<file path="config.mk">
export PLATFORM = sky130hd
export DESIGN_NAME = pmon_slice
export DESIGN_NICKNAME = d
export VERILOG_FILES = /design/src/rtl/pmon_pkg.sv /design/src/rtl/pmon_cfg_reg.sv /design/src/rtl/pmon_evt_sel.sv /design/src/rtl/pmon_filter.sv /design/src/rtl/pmon_counter.sv /design/src/rtl/pmon_slice.sv
export SDC_FILE = /design/constraint.sdc
export NUM_CORES = 1
export LEC_CHECK = 0
export ABC_CLOCK_PERIOD_IN_PS = 10550
export CORE_MARGIN = 4
export CORE_UTILIZATION = 30
export DETAILED_ROUTE_END_ITERATION = 8
export DONT_BUFFER_PORTS = 1
export GPL_TIMING_DRIVEN = 0
export PLACE_DENSITY = 0.45
export SLEW_MARGIN = 20
export SYNTH_ARGS = -nofsm -noshare
export SYNTH_HDL_FRONTEND = slang
export SYNTH_SLANG_ARGS = --single-unit
</file>
<file path="constraint.sdc">
create_clock -name clk_i -period 10.55 [get_ports clk_i]
set_input_delay 2.11 -clock clk_i [delete_from_list [all_inputs] [get_ports clk_i]]
set_output_delay 2.11 -clock clk_i [all_outputs]
set_load 0.005 [all_outputs]
</file>
<file path="src/rtl/pmon_pkg.sv">
`timescale 1ns/1ps
package pmon_pkg;

   localparam int unsigned CFG_W    = 64;
   localparam int unsigned CODE_W   = 8;
   localparam int unsigned MASK_W   = 8;
   localparam int unsigned THR_W    = 8;

   // Bit positions of the control word (software-visible layout)
   localparam int unsigned CODE_LSB = 0;
   localparam int unsigned MASK_LSB = 8;
   localparam int unsigned EDGE_BIT = 18;
   localparam int unsigned IRQ_BIT  = 20;
   localparam int unsigned EN_BIT   = 22;
   localparam int unsigned INV_BIT  = 23;
   localparam int unsigned THR_LSB  = 24;

   typedef struct packed {
      logic [THR_W-1:0]  thr;
      logic              inv;
      logic              en;
      logic              irq_en;
      logic              edge_on;
      logic [MASK_W-1:0] mask;
      logic [CODE_W-1:0] code;
   } cfg_t;

   function automatic cfg_t cfg_unpack(input logic [CFG_W-1:0] w);
      cfg_t c;
      c.code    = w[CODE_LSB +: CODE_W];
      c.mask    = w[MASK_LSB +: MASK_W];
      c.edge_on = w[EDGE_BIT];
      c.irq_en  = w[IRQ_BIT];
      c.en      = w[EN_BIT];
      c.inv     = w[INV_BIT];
      c.thr     = w[THR_LSB +: THR_W];
      return c;
   endfunction

   function automatic logic [CFG_W-1:0] cfg_pack(input cfg_t c);
      logic [CFG_W-1:0] w;
      w = '0;
      w[CODE_LSB +: CODE_W] = c.code;
      w[MASK_LSB +: MASK_W] = c.mask;
      w[EDGE_BIT]           = c.edge_on;
      w[IRQ_BIT]            = c.irq_en;
      w[EN_BIT]             = c.en;
      w[INV_BIT]            = c.inv;
      w[THR_LSB +: THR_W]   = c.thr;
      return w;
   endfunction

endpackage

</file>
<file path="src/rtl/pmon_cfg_reg.sv">
`timescale 1ns/1ps
module pmon_cfg_reg
   import pmon_pkg::*;
(
   input  logic             clk_i,
   input  logic             rst_ni,
   input  logic             wr_i,
   input  logic [CFG_W-1:0] wdata_i,
   output cfg_t             cfg_o,
   output logic [CFG_W-1:0] raw_o
);

   cfg_t cfg_q;

   // Only defined fields have storage; all else reads as zero.
   always_ff @(posedge clk_i) begin
      if (!rst_ni) begin
         cfg_q <= '0;
      end else if (wr_i) begin
         cfg_q <= cfg_unpack(wdata_i);
      end
   end

   assign cfg_o = cfg_q;
   assign raw_o = cfg_pack(cfg_q);

endmodule

</file>
<file path="src/rtl/pmon_evt_sel.sv">
`timescale 1ns/1ps
module pmon_evt_sel
   import pmon_pkg::*;
#(
   parameter int unsigned N_EVT = 4,
   parameter int unsigned SUB_W = 8,
   parameter int unsigned INC_W = $clog2(SUB_W + 1)
)(
   input  logic [N_EVT*SUB_W-1:0] evt_vec_i,
   input  logic [CODE_W-1:0]      code_i,
   input  logic [MASK_W-1:0]      mask_i,
   output logic [INC_W-1:0]       inc_o
);

   logic [N_EVT*INC_W-1:0] pc_flat;

   // One masked population count per event source
   for (genvar g = 0; g < N_EVT; g++) begin : g_evt
      logic [SUB_W-1:0] hits;
      logic [INC_W-1:0] cnt;
      assign hits = evt_vec_i[g*SUB_W +: SUB_W] & mask_i[SUB_W-1:0];
      always_comb begin
         cnt = '0;
         for (int b = 0; b < SUB_W; b++) begin
            cnt = cnt + INC_W'(hits[b]);
         end
      end
      assign pc_flat[g*INC_W +: INC_W] = cnt;
   end

   if (N_EVT == 1) begin : g_single
      assign inc_o = (code_i == '0) ? pc_flat : '0;
   end else begin : g_mux
      always_comb begin
         inc_o = '0;
         for (int i = 0; i < N_EVT; i++) begin
            if (code_i == CODE_W'(i)) begin
               inc_o = pc_flat[i*INC_W +: INC_W];
            end
         end
      end
   end

endmodule

</file>
<file path="src/rtl/pmon_filter.sv">
`timescale 1ns/1ps
module pmon_filter
   import pmon_pkg::*;
#(
   parameter int unsigned INC_W = 4
)(
   input  logic             clk_i,
   input  logic             rst_ni,
   input  logic [INC_W-1:0] inc_i,
   input  logic [THR_W-1:0] thr_i,
   input  logic             inv_i,
   input  logic             edge_on_i,
   output logic [INC_W-1:0] step_o
);

   localparam int unsigned CMP_W = (THR_W > INC_W) ? THR_W : INC_W;

   logic [CMP_W-1:0] inc_x;
   logic [CMP_W-1:0] thr_x;
   logic             thr_zero;
   logic             hit;
   logic             hit_q;

   assign inc_x    = CMP_W'(inc_i);
   assign thr_x    = CMP_W'(thr_i);
   assign thr_zero = (thr_i == '0);

   // Stage 1: threshold compare, inclusive or strict
   always_comb begin
      if (thr_zero) begin
         hit = (inc_i != '0);
      end else if (inv_i) begin
         hit = (thr_x < inc_x);
      end else begin
         hit = (thr_x <= inc_x);
      end
   end

   // History of the qualified condition, kept every cycle
   always_ff @(posedge clk_i) begin
      if (!rst_ni) begin
         hit_q <= 1'b0;
      end else begin
         hit_q <= hit;
      end
   end

   // Stage 2: optional rising-edge reduction
   always_comb begin
      if (edge_on_i) begin
         step_o = INC_W'(hit && !hit_q);
      end else if (thr_zero) begin
         step_o = inc_i;
      end else begin
         step_o = INC_W'(hit);
      end
   end

endmodule

</file>
<file path="src/rtl/pmon_counter.sv">
`timescale 1ns/1ps
module pmon_counter #(
   parameter int unsigned CTR_W = 48,
   parameter int unsigned INC_W = 4
)(
   input  logic             clk_i,
   input  logic             rst_ni,
   input  logic             wr_i,
   input  logic [CTR_W-1:0] wdata_i,
   input  logic             cnt_en_i,
   input  logic [INC_W-1:0] step_i,
   input  logic             irq_en_i,
   output logic [CTR_W-1:0] ctr_o,
   output logic             irq_o
);

   logic [CTR_W-1:0] ctr_q;
   logic [CTR_W:0]   sum;
   logic             carry;
   logic             irq_q;

   assign sum   = {1'b0, ctr_q} + {{(CTR_W + 1 - INC_W){1'b0}}, step_i};
   assign carry = cnt_en_i && !wr_i && sum[CTR_W];

   always_ff @(posedge clk_i) begin
      if (!rst_ni) begin
         ctr_q <= '0;
         irq_q <= 1'b0;
      end else begin
         irq_q <= carry && irq_en_i;
         if (wr_i) begin
            ctr_q <= wdata_i;
         end else if (cnt_en_i) begin
            ctr_q <= sum[CTR_W-1:0];
         end
      end
   end

   assign ctr_o = ctr_q;
   assign irq_o = irq_q;

endmodule

</file>
<file path="src/rtl/pmon_slice.sv">
`timescale 1ns/1ps
module pmon_slice
   import pmon_pkg::*;
#(
   parameter int unsigned N_EVT = 4,
   parameter int unsigned SUB_W = 8,
   parameter int unsigned CTR_W = 48
)(
   input  logic                   clk_i,
   input  logic                   rst_ni,
   input  logic                   glb_en_i,
   input  logic [N_EVT*SUB_W-1:0] evt_vec_i,
   input  logic                   wr_en_i,
   input  logic                   wr_sel_i,
   input  logic [CFG_W-1:0]       wr_data_i,
   input  logic                   rd_sel_i,
   output logic [CFG_W-1:0]       rd_data_o,
   output logic                   irq_o
);

   localparam int unsigned INC_W = $clog2(SUB_W + 1);

   // Elaboration-time parameter checks
   if (CTR_W > CFG_W) begin : g_bad_ctr_w
      $error("pmon_slice: CTR_W exceeds the register width");
   end
   if (CTR_W <= INC_W) begin : g_bad_ctr_small
      $error("pmon_slice: CTR_W too small for the increment");
   end
   if (SUB_W > MASK_W || SUB_W == 0) begin : g_bad_sub_w
      $error("pmon_slice: SUB_W must be 1..MASK_W");
   end
   if (N_EVT == 0 || N_EVT > (1 << CODE_W)) begin : g_bad_n_evt
      $error("pmon_slice: N_EVT out of range for the event code");
   end

   cfg_t             cfg;
   logic [CFG_W-1:0] cfg_raw;
   logic             cfg_wr;
   logic             ctr_wr;
   logic [CTR_W-1:0] ctr_wval;
   logic [INC_W-1:0] raw_inc;
   logic [INC_W-1:0] step;
   logic             cnt_en;
   logic [CTR_W-1:0] ctr;

   assign cfg_wr   = wr_en_i && !wr_sel_i;
   assign ctr_wr   = wr_en_i &&  wr_sel_i;
   assign ctr_wval = wr_data_i[CTR_W-1:0];
   assign cnt_en   = glb_en_i && cfg.en;

   pmon_cfg_reg u_cfg (
      .clk_i   (clk_i),
      .rst_ni  (rst_ni),
      .wr_i    (cfg_wr),
      .wdata_i (wr_data_i),
      .cfg_o   (cfg),
      .raw_o   (cfg_raw)
   );

   pmon_evt_sel #(
      .N_EVT (N_EVT),
      .SUB_W (SUB_W),
      .INC_W (INC_W)
   ) u_sel (
      .evt_vec_i (evt_vec_i),
      .code_i    (cfg.code),
      .mask_i    (cfg.mask),
      .inc_o     (raw_inc)
   );

   pmon_filter #(
      .INC_W (INC_W)
   ) u_filt (
      .clk_i     (clk_i),
      .rst_ni    (rst_ni),
      .inc_i     (raw_inc),
      .thr_i     (cfg.thr),
      .inv_i     (cfg.inv),
      .edge_on_i (cfg.edge_on),
      .step_o    (step)
   );

   pmon_counter #(
      .CTR_W (CTR_W),
      .INC_W (INC_W)
   ) u_ctr (
      .clk_i    (clk_i),
      .rst_ni   (rst_ni),
      .wr_i     (ctr_wr),
      .wdata_i  (ctr_wval),
      .cnt_en_i (cnt_en),
      .step_i   (step),
      .irq_en_i (cfg.irq_en),
      .ctr_o    (ctr),
      .irq_o    (irq_o)
   );

   assign rd_data_o = rd_sel_i ? CFG_W'(ctr) : cfg_raw;

endmodule

</file>
==> run summary <==
* Primary FF master, synth: sky130_fd_sc_hd__dfxtp_1
* post-route cell area: 6417 um2
* max cap viols: 0
* internal power: 0.0006715 W
* area occupied by registers: 1562 um2
* Async S/R FF share, synth: 0
* number of clock sinks: 78
* hold buffer count at CTS: 0
* Tmin final: 8.515 ns
* run status: finished clean
* hold crit path type: register to register
* minimum setup slack among reg-to-reg paths: 3.41 ns
* Setup TNS Final: 0 ns
* # Post-CTS Setup Buffers: 0
* Final nets: 883
* GRT Resource Usage Total: 0.1954
* port bufs: 0
* Least-Margin Pin Slew: 0.9452 ns
* number of failing hold endpoints at the final stage: 0
* routed wirelength normalized by instance count: 21.55 um
* switching portion of total power: 0.2475
* Switching Power: 0.0002208 W
* area of the die: 21110 um2
* Num CTS Buffers: 9
* count of flip-flops with a built-in enable after synthesis: 0
* clock group share of total power: 0.492
* overall routed net length: 21080 um
* worst-case clock buffer depth: 2
* number of fill cells in the layout: 1914
* critical path arrival: 8.78 ns
* fraction of layout cells with a size suffix above 1: 0.09346
* share of total power in sequential cells: 0.375
* pin count of the biggest net entering global routing: 14
* number of distinct library cells after synthesis: 54
* number of max-slew violations in the final report: 0
* startpoint types: input pin
* height of the die: 145.3 um
* routed via count: 5378
* data required time at the worst endpoint: 10.82 ns
* start-to-end type of the worst setup path: input pin to register
* number of routed nets with antenna violations: 0
* setup repair after global routing missed its margin: no
* Seq/Total Area, Yosys: 0.2761
* final period utilization: 0.8071
* Pre-Repair DR Iteration Count: 5
* maximum VDD drop: 89.07 uV
* Clock Pin Slew Worst Setup and Hold Paths: 0.06 ns
* DRC Markers: 0
* antenna violations before repair: 0
* worst slack at placement: 1.681 ns
* Mapped Area: 5655 um2
* footprint of the multi-input gates: 3727 um2
* pwr/cell area: 139.1 nW/um2
* Iter 0 DRT Violations: 366
* die width: 145.3 um
* HPWL after detailed placement: 16190 um
* clock skew: 0.006442 ns
* Max Clock Freq: 117.4 MHz
* effective utilization at floorplan: 0.3095
* dpl cell area: 5998 um2
* total congestion overflow after global routing: 0
* clock latency on the worst-skew pair: 0.34 ns
* number of register bits inferred by synthesis: 78
* final setup violating endpoints: 0
* highest-delay cell along the critical path: sky130_fd_sc_hd__a21oi_1
* Most Frequent Cell on Critical Path: sky130_fd_sc_hd__fa_1
* relative slew slack: 0.3686
* synthesis-to-finish area growth: 13.47%
* routability cong.: 0.8721
* cell leakage power: 2.324 nW
* TritonCTS clock tree: done
* fin worst setup slack: 2.035 ns
* first-pass GRT wire length: 32330 um
* combinational group share of total power: 0.133
* number of synthesis warnings: 0
* number of global-route vias before repair: 5480
* Largest stage delay, worst path: 0.74 ns
* number of rows in the core area: 49
* endpoint type of the worst setup path: register
* n_diodes: 0
* Mapped Avg Cell Area: 7.877 um2
* placeable core region: 18270 um2
* clock root buffer: sky130_fd_sc_hd__clkbuf_16
* cts repair resizes: 0
* Post-Syn Instances: 718
* Max FO, Critical Path: 7
* H-Tree Level Count: 3
* I/O Pins: 167
* number of vias per cell: 5.499
==> sequential cells by signal, indices dropped and copies added, names as in the netlist <==
register	flops
u_ctr.ctr_o	48
u_ctr.irq_o	1
u_filt.hit_q	1
u_cfg.cfg_o	28
==> synthesized netlist by cell type, types with 10 or more instances <==
cell type | count | area (um2)
sky130_fd_sc_hd__a211oi_1 | 10 | 75.07
sky130_fd_sc_hd__a21oi_1 | 53 | 265.3
sky130_fd_sc_hd__and2_1 | 45 | 281.5
sky130_fd_sc_hd__and3_1 | 11 | 68.82
sky130_fd_sc_hd__buf_4 | 16 | 120.1
sky130_fd_sc_hd__clkbuf_1 | 36 | 135.1
sky130_fd_sc_hd__dfxtp_1 | 78 | 1562
sky130_fd_sc_hd__fa_1 | 17 | 340.3
sky130_fd_sc_hd__ha_1 | 20 | 250.2
sky130_fd_sc_hd__inv_1 | 32 | 120.1
sky130_fd_sc_hd__mux2_2 | 27 | 304.0
sky130_fd_sc_hd__nand2_1 | 103 | 386.6
sky130_fd_sc_hd__nand3_1 | 21 | 105.1
sky130_fd_sc_hd__nand4_1 | 14 | 87.58
sky130_fd_sc_hd__nor2_1 | 28 | 105.1
sky130_fd_sc_hd__nor3_1 | 23 | 115.1
sky130_fd_sc_hd__nor4_1 | 18 | 112.6
sky130_fd_sc_hd__o211ai_1 | 11 | 82.58
sky130_fd_sc_hd__o21ai_0 | 41 | 205.2
sky130_fd_sc_hd__xnor2_1 | 23 | 201.4
==> kinds of logic after synthesis <==
family,share of synthesized area
other cells,0.0006631
buf+inv,0.07478
fa+ha+maj,0.1044
simple gates,0.2754
flops,0.2761
xor+xnor,0.03872
mux,0.06571
compound gates,0.1642
==> power by group through the flow <==
stage | clock network [W] | registers [W] | logic [W]
3_3_place_gp | 0 | 0.000340 | 0.000116
2_1_floorplan | 0 | 0.000333 | 0.0000886
4_1_cts | 0.000445 | 0.000334 | 0.000120
5_1_grt | 0.000458 | 0.000337 | 0.000134
3_5_place_dp | 0 | 0.000341 | 0.000119
6_report | 0.000439 | 0.000335 | 0.000119
==> per-stage QoR <==
stage                 util  instances  power (W)  hold slack [ns]
detailed placement  0.3283        962  0.0004599           0.4630
finish              0.3513        978  0.0008924           0.4738
CTS                 0.3513        978  0.0008989           0.4715
global placement    0.3283        962  0.0004566           0.4558
floorplan                -        733  0.0004215           0.4392
global route        0.3513        978  0.0009298           0.4914
==> final timing paths <==
check / cells after the start / from / to
max reg2reg: 25 / u_cfg.cfg_o[8]$_SDFFE_PN0P_ / u_ctr.ctr_o[44]$_SDFFE_PN0P_
max: 25 / evt_vec_i[8] / u_ctr.ctr_o[44]$_SDFFE_PN0P_
min reg2reg: 2 / u_cfg.cfg_o[24]$_SDFFE_PN0P_ / u_cfg.cfg_o[24]$_SDFFE_PN0P_
min: 2 / u_cfg.cfg_o[24]$_SDFFE_PN0P_ / u_cfg.cfg_o[24]$_SDFFE_PN0P_
==> critical path, delay by kind of cell <==
family / cells / cell delay [ns]
mux: 1 / 0.45
fa+ha+maj: 8 / 3.16
simple gates: 7 / 1.16
buf+inv: 4 / 0.27
compound gates: 5 / 1.63
==> cells in the final DEF, fill, tap and decap left out, types with 21 or more instances in the layout <==
cell type | Yosys | routed
sky130_fd_sc_hd__dfxtp_1 | 78 | 78
sky130_fd_sc_hd__a21oi_1 | 53 | 53
sky130_fd_sc_hd__nand2_1 | 103 | 103
sky130_fd_sc_hd__nor3_1 | 23 | 23
sky130_fd_sc_hd__nor2_1 | 28 | 28
sky130_fd_sc_hd__mux2_2 | 27 | 27
sky130_fd_sc_hd__clkbuf_1 | 36 | 36
sky130_fd_sc_hd__and2_1 | 45 | 45
sky130_fd_sc_hd__o21ai_0 | 41 | 41
sky130_fd_sc_hd__nand3_1 | 21 | 21
sky130_fd_sc_hd__xnor2_1 | 23 | 23
sky130_fd_sc_hd__inv_1 | 32 | 32
==> layer usage <==
metal | part of all wire | global-route usage
met5 | 0 | 0
met2 | 0.48 | 0.3342
met4 | 0.020 | 0.05556
met3 | 0.074 | 0.06018
met1 | 0.42 | 0.2377
==> cell type report <==
| class | instances | area share |
|---|---|---|
| clock buffers | 10 | 0.03724 |
| flip-flops and latches | 78 | 0.2433 |
| well taps | 229 | 0.04465 |
| clock inverters | 6 | 0.02808 |
| multi-input cells | 561 | 0.5808 |
| plain buffers | 61 | 0.04660 |
| inverters | 33 | 0.01930 |
Note: power is estimated with default switching activity, not from simulation.
